===== src/rtl/guard_timer_pkg.sv =====
package guard_timer_pkg;

  localparam int DATA_W = 16;
  localparam int BE_W   = DATA_W / 8;
  localparam int SRC_N  = 4;
  localparam int SEL_W  = $clog2(SRC_N);
  localparam int TAP_W  = 3;

  localparam logic [7:0] KEY_WRITE = 8'h5A;
  localparam logic [7:0] KEY_READ  = 8'h69;

  localparam int HOLD_BIT = 7;
  localparam int SRC_LSB  = 5;
  localparam int MODE_BIT = 4;
  localparam int ZERO_BIT = 3;

  typedef struct packed {
    logic             hold;
    logic [SEL_W-1:0] src;
    logic             mode;   // 0: watchdog, 1: interval
    logic [TAP_W-1:0] tap;
  } cfg_t;

  localparam cfg_t CFG_RST = '{hold: 1'b0, src: '0, mode: 1'b0, tap: 3'b100};

  function automatic logic [4:0] tap_bit(input logic [TAP_W-1:0] code);
    logic [4:0] b;
    case (code)
      3'd0:    b = 5'd31;
      3'd1:    b = 5'd27;
      3'd2:    b = 5'd23;
      3'd3:    b = 5'd19;
      3'd4:    b = 5'd15;
      3'd5:    b = 5'd13;
      3'd6:    b = 5'd9;
      default: b = 5'd6;
    endcase
    return b;
  endfunction

endpackage


===== src/rtl/gt_ctrl_reg.sv =====
module gt_ctrl_reg
  import guard_timer_pkg::*;
(
  input  logic              clk,
  input  logic              clr,
  input  logic              hit,
  input  logic [BE_W-1:0]   be,
  input  logic [DATA_W-1:0] wdata,
  output cfg_t              cfg,
  output logic              wr_ok,
  output logic              bad_wr,
  output logic              zero_cnt
);

  logic full_w;
  logic any_w;

  assign full_w   = &be;
  assign any_w    = |be;
  assign wr_ok    = hit && full_w && (wdata[DATA_W-1:DATA_W-8] == KEY_WRITE);
  assign bad_wr   = hit && any_w && !wr_ok;
  assign zero_cnt = wr_ok && wdata[ZERO_BIT];

  always_ff @(posedge clk) begin
    if (clr) begin
      cfg <= CFG_RST;
    end else if (wr_ok) begin
      cfg.hold <= wdata[HOLD_BIT];
      cfg.src  <= wdata[SRC_LSB +: SEL_W];
      cfg.mode <= wdata[MODE_BIT];
      cfg.tap  <= wdata[TAP_W-1:0];
    end
  end

endmodule


===== src/rtl/gt_tick_sel.sv =====
module gt_tick_sel
  import guard_timer_pkg::*;
#(
  parameter int NS = SRC_N
) (
  input  logic [NS-1:0]    strobes,
  input  logic [SEL_W-1:0] sel,
  input  logic             hold,
  output logic             advance
);

  logic [NS-1:0] hit;

  for (genvar i = 0; i < NS; i++) begin : g_src
    assign hit[i] = strobes[i] && (sel == SEL_W'(i));
  end

  assign advance = (|hit) && !hold;

endmodule


===== src/rtl/gt_counter.sv =====
module gt_counter
  import guard_timer_pkg::*;
#(
  parameter int CW = 32
) (
  input  logic             clk,
  input  logic             clr,
  input  logic             zero,
  input  logic             advance,
  input  logic             restart,
  input  logic [TAP_W-1:0] tap,
  output logic [CW-1:0]    cnt,
  output logic             expired
);

  localparam int IW = $clog2(CW);

  logic [CW-1:0] nxt;
  logic [IW-1:0] idx;
  logic          edge_hit;

  assign nxt      = cnt + CW'(1);
  assign idx      = IW'(tap_bit(tap));
  assign edge_hit = advance && !cnt[idx] && nxt[idx];

  always_ff @(posedge clk) begin
    if (clr || zero) begin
      cnt     <= '0;
      expired <= 1'b0;
    end else begin
      expired <= edge_hit;
      if (advance) begin
        cnt <= (edge_hit && restart) ? '0 : nxt;
      end
    end
  end

endmodule


===== src/rtl/guard_timer.sv =====
module guard_timer
  import guard_timer_pkg::*;
#(
  parameter int                ADDR_W    = 4,
  parameter logic [ADDR_W-1:0] CTRL_ADDR = '0,
  parameter int                CNT_W     = 32
) (
  input  logic              clk,
  input  logic              rst,
  input  logic              bus_we,
  input  logic              bus_re,
  input  logic [ADDR_W-1:0] bus_addr,
  input  logic [DATA_W-1:0] bus_wdata,
  input  logic [BE_W-1:0]   bus_be,
  output logic [DATA_W-1:0] bus_rdata,
  input  logic [SRC_N-1:0]  tick_src,
  input  logic              irq_ack,
  output logic              irq_out,
  output logic              rst_req
);

  cfg_t             cfg_q;
  logic [CNT_W-1:0] cnt_q;
  logic             exp_q;
  logic             soft_clr;
  logic             wr_hit;
  logic             wr_ok;
  logic             bad_wr;
  logic             zero_cnt;
  logic             advance;

  assign soft_clr = rst || rst_req;
  assign wr_hit   = bus_we && (bus_addr == CTRL_ADDR);

  gt_ctrl_reg u_reg (
    .clk      (clk),
    .clr      (soft_clr),
    .hit      (wr_hit),
    .be       (bus_be),
    .wdata    (bus_wdata),
    .cfg      (cfg_q),
    .wr_ok    (wr_ok),
    .bad_wr   (bad_wr),
    .zero_cnt (zero_cnt)
  );

  gt_tick_sel #(.NS(SRC_N)) u_sel (
    .strobes (tick_src),
    .sel     (cfg_q.src),
    .hold    (cfg_q.hold),
    .advance (advance)
  );

  gt_counter #(.CW(CNT_W)) u_cnt (
    .clk     (clk),
    .clr     (soft_clr),
    .zero    (zero_cnt),
    .advance (advance),
    .restart (!cfg_q.mode),
    .tap     (cfg_q.tap),
    .cnt     (cnt_q),
    .expired (exp_q)
  );

  always_ff @(posedge clk) begin
    if (rst) begin
      rst_req <= 1'b0;
    end else begin
      rst_req <= !rst_req && (bad_wr || (exp_q && !cfg_q.mode));
    end
  end

  always_ff @(posedge clk) begin
    if (soft_clr) begin
      irq_out <= 1'b0;
    end else if (exp_q && cfg_q.mode) begin
      irq_out <= 1'b1;
    end else if (irq_ack) begin
      irq_out <= 1'b0;
    end
  end

  always_ff @(posedge clk) begin
    if (rst) begin
      bus_rdata <= '0;
    end else if (bus_re) begin
      if (bus_addr == CTRL_ADDR) begin
        bus_rdata <= {KEY_READ, cfg_q.hold, cfg_q.src, cfg_q.mode, 1'b0, cfg_q.tap};
      end else begin
        bus_rdata <= '0;
      end
    end
  end

endmodule


===== config.mk =====
export PLATFORM = sky130hd
export DESIGN_NAME = guard_timer
export DESIGN_NICKNAME = d
export VERILOG_FILES = /design/src/rtl/guard_timer_pkg.sv /design/src/rtl/gt_ctrl_reg.sv /design/src/rtl/gt_tick_sel.sv /design/src/rtl/gt_counter.sv /design/src/rtl/guard_timer.sv
export SDC_FILE = /design/constraint.sdc
export NUM_CORES = 1
export LEC_CHECK = 0
export BUFFER_PORTS_ARGS = -buffer_cell sky130_fd_sc_hd__buf_2
export CAP_MARGIN = 40
export CORE_ASPECT_RATIO = 0.75
export CORE_MARGIN = 5
export CORE_UTILIZATION = 50
export DETAILED_ROUTE_END_ITERATION = 8
export GPL_ROUTABILITY_DRIVEN = 0
export GPL_TIMING_DRIVEN = 0
export PLACE_DENSITY = 0.73
export SYNTH_ARGS = -nofsm -noshare
export SYNTH_HDL_FRONTEND = slang
export SYNTH_SLANG_ARGS = --single-unit

===== constraint.sdc =====
create_clock -name clk -period 4.6 [get_ports clk]
set_input_delay 0.46 -clock clk [delete_from_list [all_inputs] [get_ports clk]]
set_output_delay 0.46 -clock clk [all_outputs]
set_load 0.05 [all_outputs]

==> impl_metrics.tcl, run 1 <==
set metrics [dict create \
    setup_viol 0 \
    cts.sinks 50 \
    synth_edf_count 0 \
    p_total_mw 0.745 \
    slew_viol_final 0 \
    dp_hpwl_um 5090 \
    clk_path_buf_depth 2 \
    clk_pin_slew_ps 80 \
    pwr-share-seq_pct 58.7 \
    viasPerCell 5.45 \
    drt-wirelength-per-cell_um 14.4 \
    die_h_um 73.8 \
    slowest_delay_ps 770 \
    finalNetCount 416 \
    cts_tree "yes" \
    grt_max_degree 14 \
    status "complete, no violations" \
    drcViolationCount 0 \
    fillers 523 \
    hold_buffers 0 \
    grt_pass1_wl_um 11000 \
    rsz0062_at_grt "no" \
    post_cts_buffers 0 \
    die-area_um2 7020 \
    critical_path.top_delay_family "simple AND/OR/NAND/NOR gates" \
    worst_pin_slew_ps 811 \
    crit_start "u_cnt.cnt[2]" \
    drive_above_1_share_pct 19.1 \
    worst-path-buf-inv 1 \
    path_class "reg -> reg" \
    cp-start-kind "register" \
    p_comb_share_pct 7.6 \
    htreeDepth 2 \
    power_density_nw_per_um2 239 \
    wirelength_um 6570 \
    worstReg2RegStart "u_cnt.cnt[2]" \
    post-route-period-util_pct 65.4 \
    yosys_warnings 0 \
    synthArstFlopShare_pct 0 \
    switchingPower_mw 0.173 \
    synthDistinctLibCells 51 \
    ys_seq_area_share_pct 36.8 \
    cp_max_fo 10 \
    initial_core_util_pct 51.3 \
    cts_resized 0 \
    cts-root-buf "clkbuf_8" \
    slew-limit-headroom_pct 45.4 \
    cp_slowest_cell "nor4_1" \
    first_pass_iters 4 \
    portBuffers 42 \
    crit_required_ps 4800 \
    core_area_um2 5300 \
    synthFlopType "dfxtp_1" \
    min_period_ps 3010 \
    peakVddDrop_uv 139 \
    p_sw_share_pct 23.2 \
    finalHoldViolations 0 \
    io_pins 49 \
    path_cells "nand4_1, nor4_1, o2111ai_1, and3b_1, a2111oi_4, o21bai_4, nand2_4, buf_6, nor2_1" \
    insertion_delay_ps 300 \
    vias 2497 \
    p_int_mw 0.572 \
    multiInputGateArea_um2 1570 \
    clock_power_share_pct 33.7 \
    grt_overflow 0 \
    netlist_instances 331 \
    p_leak_nw 1.12 \
    setup_tns_ps 0 \
    die_w_um 95.1 \
    antenna_cells 0 \
    min_from "bus_wdata[2]" \
    cap_violations 0 \
    synth-seq-cells 50 \
    layout_common_cells "63 x nor2_1, 50 x dfxtp_1, 44 x buf_2" \
    grt_pass1_vias 2271 \
    worstPathArrival_ps 3210 \
    avgSynthCellArea_um2 8.21 \
    antenna_found_initial 0 \
    grt_use_total_pct 20.0 \
    first_iter_violations 132 \
    num_rows 23 \
    area_delta_synth_final_pct 14.8 \
    detail-route-antenna-nets 0 \
    end_kind "register" \
    finClkSkew_ps 3.94 \
    hold_path_class "in -> reg" \
    final_common_cell "nor2_1" \
    seqCellArea_um2 1000 \
    numCtsBuffers 5 \
    fmax_mhz 332 \
    synth_area_um2 2720 \
]
[stage by stage]
stage               hold WS [ps]  cells  utilization, %  setup WS (ps)  area [um2]
global route                 364    458            58.9           1420        3120
finish                       364    458            58.9           1590        3120
global placement             454    452            57.3           1790        3040
detailed placement           462    452            57.3           1700        3040
CTS                          354    458            58.9           1670        3120
floorplan                    423    335               -           2200        2730
[synth_stat cells (5+ instances only)]
master	number	share of area, %
o21ai_0	6	1.1
xnor2_1	17	5.5
nand3_1	14	2.6
nor2_1	63	8.7
buf_4	8	2.2
nand3b_1	5	1.4
nor3_1	15	2.8
a22oi_1	7	1.9
dfxtp_1	50	37
xor2_1	11	3.5
clkbuf_1	9	1.2
nand4_1	11	2.5
mux2i_1	8	2.9
inv_1	7	0.97
a21oi_1	9	1.7
nand2_1	22	3.0
nor4_1	8	1.8
[power by group through the flow]
stage / combinational, mW / sequential, mW / clock [mW]
2_1_floorplan: 0.0347 / 0.448 / 0
3_3_place_gp: 0.0553 / 0.447 / 0
3_5_place_dp: 0.0560 / 0.448 / 0
4_1_cts: 0.0561 / 0.437 / 0.260
5_1_grt: 0.0605 / 0.438 / 0.274
6_report: 0.0563 / 0.437 / 0.251
[cell type report]
cell class              count  area share (%)
plain buffers              24            4.41
clock buffers               6            2.65
inverters                   7           0.842
multi-input cells         254            50.3
flip-flops and latches     50            32.1
well taps                  75            3.01
repair buffers             42            6.74
[worst reg2reg max path: stages (launching register included)]
cell       delay (ps)
dfxtp_1           460
nand4_1           240
nor4_1            780
o2111ai_1         200
and3b_1           260
a2111oi_4         420
o21bai_4          160
nand2_4           170
buf_6             170
nor2_1             60
[state kept, by name (all words and copies together) (netlist names)]
register / count
irq_out: 1
rst_req: 1
u_cnt.cnt: 32
u_reg.cfg: 7
bus_rdata: 8
u_cnt.expired: 1
[final timing paths]
path,depth (start not counted),slack (ps),endpoint
setup reg to reg,9,1590,u_cnt.cnt[18]
hold / removal,2,360,u_reg.cfg[2]
hold reg to reg,2,470,irq_out
setup / recovery,9,1590,u_cnt.cnt[18]
[cells by family (layout without fill, tap and decap cells)]
family	count (synthesis)	in the layout	share of synthesized area, %
fa+ha+maj	1	1	0.460
other cells	1	5	0.138
flops	50	50	36.8
buf+inv	31	79	6.03
mux	9	9	3.78
compound gates	43	43	12.3
simple gates	168	168	31.4
xor+xnor	28	28	9.02
[layer usage]
layer | track usage [%] | vias up | share of wire [%]
met3 | 4.09 | 7 | 5.0
met4 | 4.32 | 0 | 1.1
met5 | 0 | - | 0
li1 | - | 1258 | -
met1 | 29.7 | 1180 | 50
met2 | 29.6 | 52 | 44
(Power assumes the default switching activity.)
==> run 2: changes to the inputs <==
Settings changed: ABC_AREA set to 1, PLACE_DENSITY 0.73 to 0.72.
Clock period 4.6 ns to 3.1 ns, I/O delays scaled along.
==> run 2 against run 1 <==
Hold slack lost 150 ps. Via count rose by 33%. Register-to-register slack lost 1100 ps. Die area grew 14%. Non-clock buffer count fell by 3. Largest cell class unchanged. Count of clock-buffer cells in the layout shrank 1. Critical endpoint is now u_cnt.cnt[12]. Utilization shrank 1.1 points. Critical path depth up 5. Cell area rose by 15%. Clock power is 90% higher.
==> impl_metrics.tcl, run 2 <==
set metrics [dict create \
    yosysMostFrequentCell "nand2_1" \
    worstReg2RegStart "u_cnt.cnt[1]" \
    critPathCapture "u_cnt.cnt[12]" \
    drcViolationCount 0 \
    yosys_warnings 0 \
    cts_resized 0 \
    grt_max_degree 17 \
    die-area_um2 8020 \
    hold_path_class "in -> reg" \
    fmax_mhz 383 \
    numCtsBuffers 5 \
    largest_registers "u_cnt.cnt (32), bus_rdata (8), u_reg.cfg (7)" \
    first_iter_violations 223 \
    end_kind "register" \
    synth-seq-cells 50 \
    finClkSkew_ps 8.67 \
    antenna_cells 0 \
    crit_start "u_cnt.cnt[1]" \
    use_met3_pct 3.69 \
    drt-wirelength-per-cell_um 12.8 \
    clk_path_buf_depth 2 \
    worstPathArrival_ps 2830 \
    min_period_ps 2610 \
    hold_buffers 0 \
    grt_overflow 0 \
    finalHoldViolations 0 \
    avgSynthCellArea_um2 6.13 \
    cts-root-buf "clkbuf_8" \
    insertion_delay_ps 320 \
    antenna_found_initial 0 \
    synthFlopType "dfxtp_1" \
    setup_tns_ps 0 \
    synth_area_um2 3160 \
    grt_use_met1_pct 31.9 \
    r2r-end "u_cnt.cnt[12]" \
    status "complete, no violations" \
    grt_use_total_pct 21.4 \
    top_register "u_cnt.cnt" \
    cap_violations 0 \
    largest_reg_flops 32 \
    min_from "bus_wdata[2]" \
    netlist_instances 515 \
    yosys.area.top_type_share_pct 31.7 \
    synthArstFlopShare_pct 0 \
    peakVddDrop_uv 167 \
    grt_pass1_wl_um 13800 \
    yosys.area.top_type "dfxtp_1" \
    gr-usage-met2_pct 32.1 \
    die_h_um 78.8 \
    vias 3328 \
    first_pass_iters 5 \
    initial_core_util_pct 50.7 \
    crit_required_ps 3310 \
    layout_common_cells "156 x nand2_1, 62 x nor2_1, 55 x nand3_1" \
    die_w_um 102 \
    rrSetupSlack_ps 490 \
    synth_area_leaders "dfxtp_1 32%, nand2_1 19%, nand3_1 8.7%" \
    cp-start-kind "register" \
    grt_pass1_vias 2924 \
    post_cts_buffers 0 \
    cts.sinks 50 \
    path_class "reg -> reg" \
    drive_above_1_share_pct 14.4 \
    clk_pin_slew_ps 90 \
    htreeDepth 2 \
    ys_seq_area_share_pct 31.7 \
    detail-route-antenna-nets 0 \
    worst_r2r_path_depth 14 \
    power_density_nw_per_um2 339 \
    setup_viol 0 \
    synth_commonest_cells "156 x nand2_1, 62 x nor2_1, 55 x nand3_1, 51 x inv_1, 50 x dfxtp_1" \
    cp_max_fo 7 \
    p_leak_nw 1.48 \
    cts_tree "yes" \
    final_common_cell "nand2_1" \
    portBuffers 42 \
    viasPerCell 5.12 \
    worst_pin_slew_ps 683 \
    dp_hpwl_um 6400 \
    synthDistinctLibCells 34 \
    core_area_um2 6220 \
    finalNetCount 600 \
    post-route-period-util_pct 84.3 \
    wirelength_um 8320 \
    rsz0062_at_grt "no" \
    num_rows 25 \
    synth_edf_count 0 \
    busiest_layer "met2" \
    hold_ws_ps 213 \
    fillers 643 \
    area_delta_synth_final_pct 14.0 \
    slew_viol_final 0 \
    slew-limit-headroom_pct 54.5 \
    io_pins 49 \
]
## run 2: cell types whose count changed after synthesis, moves of 6 or more
cell and delta:
nand2_1 +134, inv_1 +44, nand3_1 +41, a21oi_1 +30, o21ai_0 +13, xnor2_1 -11, mux2i_1 -8, nor3_1 -8
a22oi_1 -7, nand2_2 +6, nor4_1 -6, xor2_1 -6
## run 2: cells by family after synthesis
kind of cell	synth area share, %
XOR/XNOR	3.05
buffers and inverters	10.8
AND/OR/NAND/NOR	42.2
flip-flops	31.7
other	0.119
adder cells (fa/ha/maj)	0.396
AO/OA/AOI/OAI	11.8
## run 2: stage by stage
step                      instance area, um2  util [%]  instances  power (mW)  setup slack, ps
after floorplan                         3170         -        519       0.724             1030
after global placement                  3480      56.0        642       0.758              559
after detailed placement                3480      56.0        642       0.760              555
after CTS                               3600      57.8        650        1.23              562
after global routing                    3600      57.8        650        1.27              212
final                                   3600      57.8        650        1.22              486
## run 2: per-layer routing
| layer | routed length, um | part of all wire (%) | up-vias |
|---|---|---|---|
| met5 | 0 | 0 | - |
| met2 | 3650 | 44 | 102 |
| met4 | 98 | 1.2 | 0 |
| li1 | - | - | 1749 |
| met3 | 671 | 8.1 | 10 |
| met1 | 3900 | 47 | 1467 |
## run 2: worst min-delay path by stage
stage / to / cells after the start
global placement: bus_rdata[0] / 2
detailed placement: irq_out / 2
CTS: u_reg.cfg[2] / 3
global route: irq_out / 4
finish: u_reg.cfg[2] / 3
floorplan: u_reg.cfg[2] / 2
## run 2: layout make-up
| cell class | count | area [um2] | area share [%] |
|---|---|---|---|
| Sequential cell | 50 | 1000 | 27.8 |
| Clock buffer | 5 | 68.8 | 1.91 |
| Multi-Input combinational cell | 393 | 1830 | 50.9 |
| Buffer | 21 | 134 | 3.72 |
| Timing Repair Buffer | 42 | 210 | 5.84 |
| Tap cell | 81 | 101 | 2.82 |
| Clock inverter | 3 | 45.0 | 1.25 |
| Inverter | 55 | 206 | 5.74 |
## run 2: worst max-delay path, stage by stage, from the launching register on
cell	delay [ps]
dfxtp_1	400
ha_1	230
nand3_1	170
nor2_2	330
nand2_1	200
nand2_1	120
nand3_1	70
nand3_1	90
nand2_1	70
nand3_1	80
nand2_1	70
nand2_2	90
nand4_1	330
o211ai_1	200
inv_1	50
## run 2: report_power, final
| group | total (mW) | switching, mW | internal [mW] |
|---|---|---|---|
| Combinational | 0.0962 | 0.0639 | 0.0323 |
| Sequential | 0.649 | 0.00367 | 0.645 |
| Clock | 0.476 | 0.236 | 0.240 |
| Total | 1.22 | 0.303 | 0.918 |
==> run 3: changes to the inputs <==
Settings changed: ABC_AREA 1 to 0, PLACE_DENSITY 0.72 to 0.76.
Clock period 3.1 ns to 2.4 ns, I/O delays scaled along.
==> run 3 against run 2 <==
The run now ends with setup timing left. Final cell count is 26% lower. Maximum frequency is 0.99% higher. Cell area is 1.4% lower. First-iteration DRC count is 50% lower. Total power is 27% higher. Via count is 19% lower. Wire length is 11% lower. Critical path type unchanged. Critical endpoint is now u_cnt.cnt[7]. Highest routed layer unchanged.
==> impl_metrics.tcl, run 3 (same netlist as run 1, synthesis figures left out) <==
set metrics [dict create \
    peakVddDrop_uv 282 \
    multiInputGateArea_um2 1730 \
    initial_core_util_pct 51.3 \
    final_area_um2 3550 \
    dp.cells 452 \
    status "finished with violations" \
    portBuffers 42 \
    rsz0062_at_grt "yes" \
    rrSetupSlack_ps -190 \
    worstPathArrival_ps 2830 \
    num_rows 23 \
    grt_max_degree 16 \
    seqCellArea_um2 1040 \
    cts_tree "yes" \
    die_h_um 73.8 \
    layout_common_cells "48 x nor2_1, 42 x buf_2, 33 x dfxtp_1" \
    path_cells "nand4_1, or4_4, o311a_1, a221oi_2, a2111oi_4, o21bai_4, nand2_4, buf_4, a21oi_2" \
    dp_hpwl_um 5010 \
    hold_path_class "in -> reg" \
    detail-route-antenna-nets 0 \
    die-area_um2 7020 \
    largest_registers "u_cnt.cnt (32), bus_rdata (8), u_reg.cfg (7)" \
    cp_max_fo 5 \
    end_kind "register" \
    p_leak_nw 1.32 \
    drcViolationCount 0 \
    fillers 461 \
    drive_above_1_share_pct 34.9 \
    cp-start-kind "register" \
    clk_pin_slew_ps 90 \
    setup_viol 32 \
    final_common_cell "nor2_1" \
    cap_violations 0 \
    first_iter_violations 112 \
    top_register "u_cnt.cnt" \
    drt-wirelength-per-cell_um 15.4 \
    hold_buffers 0 \
    power_density_nw_per_um2 438 \
    grt_pass1_wl_um 12200 \
    place_area_um2 3050 \
    grt_use_total_pct 22.5 \
    antenna_cells 0 \
    slowest_delay_ps 550 \
    hold_ws_ps 128 \
    worst_pin_slew_ps 603 \
    cp_slowest_cell "or4_4" \
    cts-root-buf "clkbuf_8" \
    worst_r2r_path_depth 9 \
    cts.sinks 50 \
    finClkSkew_ps 5.99 \
    die_w_um 95.1 \
    htreeDepth 2 \
    slew-limit-headroom_pct 59.8 \
    first_pass_iters 5 \
    critPathCapture "u_cnt.cnt[7]" \
    grt_pass1_vias 2511 \
    area_delta_synth_final_pct 30.5 \
    r2r-end "u_cnt.cnt[7]" \
    insertion_delay_ps 320 \
    fmax_mhz 386 \
    wirelength_um 7400 \
    clk_path_buf_depth 2 \
    grt_overflow 0 \
    fin_ws_ps -188 \
    final_cells 482 \
    finalNetCount 438 \
    crit_required_ps 2640 \
    finalHoldViolations 0 \
    min_period_ps 2590 \
    core_area_um2 5300 \
    violations "setup timing" \
    vias 2692 \
    largest_reg_flops 32 \
    worstReg2RegStart "u_cnt.cnt[14]" \
    io_pins 49 \
    slew_viol_final 0 \
    crit_start "u_cnt.cnt[14]" \
    post-route-period-util_pct 108 \
    viasPerCell 5.59 \
    path_class "reg -> reg" \
    numCtsBuffers 5 \
    antenna_found_initial 0 \
]
-- run 3: timing repair --
action,4_1_cts,5_1_grt
gates resized for setup,39,32
pin swaps,10,11
setup buffers,18,5
cloned,1,0
setup endpoints to repair,33,32
-- run 3: report_power, final --
part,total (mW),internal (mW),switching [mW]
combinational,0.121,0.0475,0.0737
sequential,0.833,0.826,0.00749
clock,0.599,0.311,0.288
-- run 3: per-stage QoR --
stage	total power [mW]	worst slack (ps)	utilization [%]	TNS, ps
floorplan	0.925	0.953	-	0
global placement	0.963	-438	57.6	-11930
detailed placement	0.964	-479	57.6	-13240
CTS	1.55	-101	64.7	-2740
global route	1.62	-256	67.0	-7060
finish	1.55	-188	67.0	-4550
-- run 3: worst min path at each step --
stage                  from            to  slack [ps]  depth (start not counted)
2_1_floorplan  bus_wdata[2]  u_reg.cfg[2]         360                          1
3_3_place_gp   bus_wdata[2]  u_reg.cfg[2]         450                          2
3_5_place_dp   bus_wdata[2]  u_reg.cfg[2]         450                          2
4_1_cts        bus_wdata[2]  u_reg.cfg[2]         130                          2
5_1_grt        bus_wdata[2]  u_reg.cfg[2]         120                          2
6_report       bus_wdata[2]  u_reg.cfg[2]         130                          2
-- run 3: per-layer routing --
metal	part of all wire [%]	track usage, %	vias to the layer above
li1	-	-	1308
met1	45	31.2	1259
met2	46	34.7	111
met3	7.4	5.12	14
met4	1.5	7.04	0
met5	0	0	-
-- run 3: worst max-delay path: cells and delay by family (launching register included) --
| family | cells | cell delay, ps |
|---|---|---|
| buffers and inverters | 1 | 170 |
| DFF | 1 | 380 |
| AOI/OAI and AO/OA | 5 | 1080 |
| and+or+nand+nor | 3 | 870 |
-- run 3: cell type report --
cell class / instances / share of cell area [%]
Buffer: 22 / 4.02
Clock buffer: 6 / 2.05
Clock inverter: 2 / 1.06
Inverter: 7 / 0.741
Multi-Input combinational cell: 254 / 48.8
Sequential cell: 50 / 29.3
Tap cell: 75 / 2.65
Timing Repair Buffer: 66 / 11.3
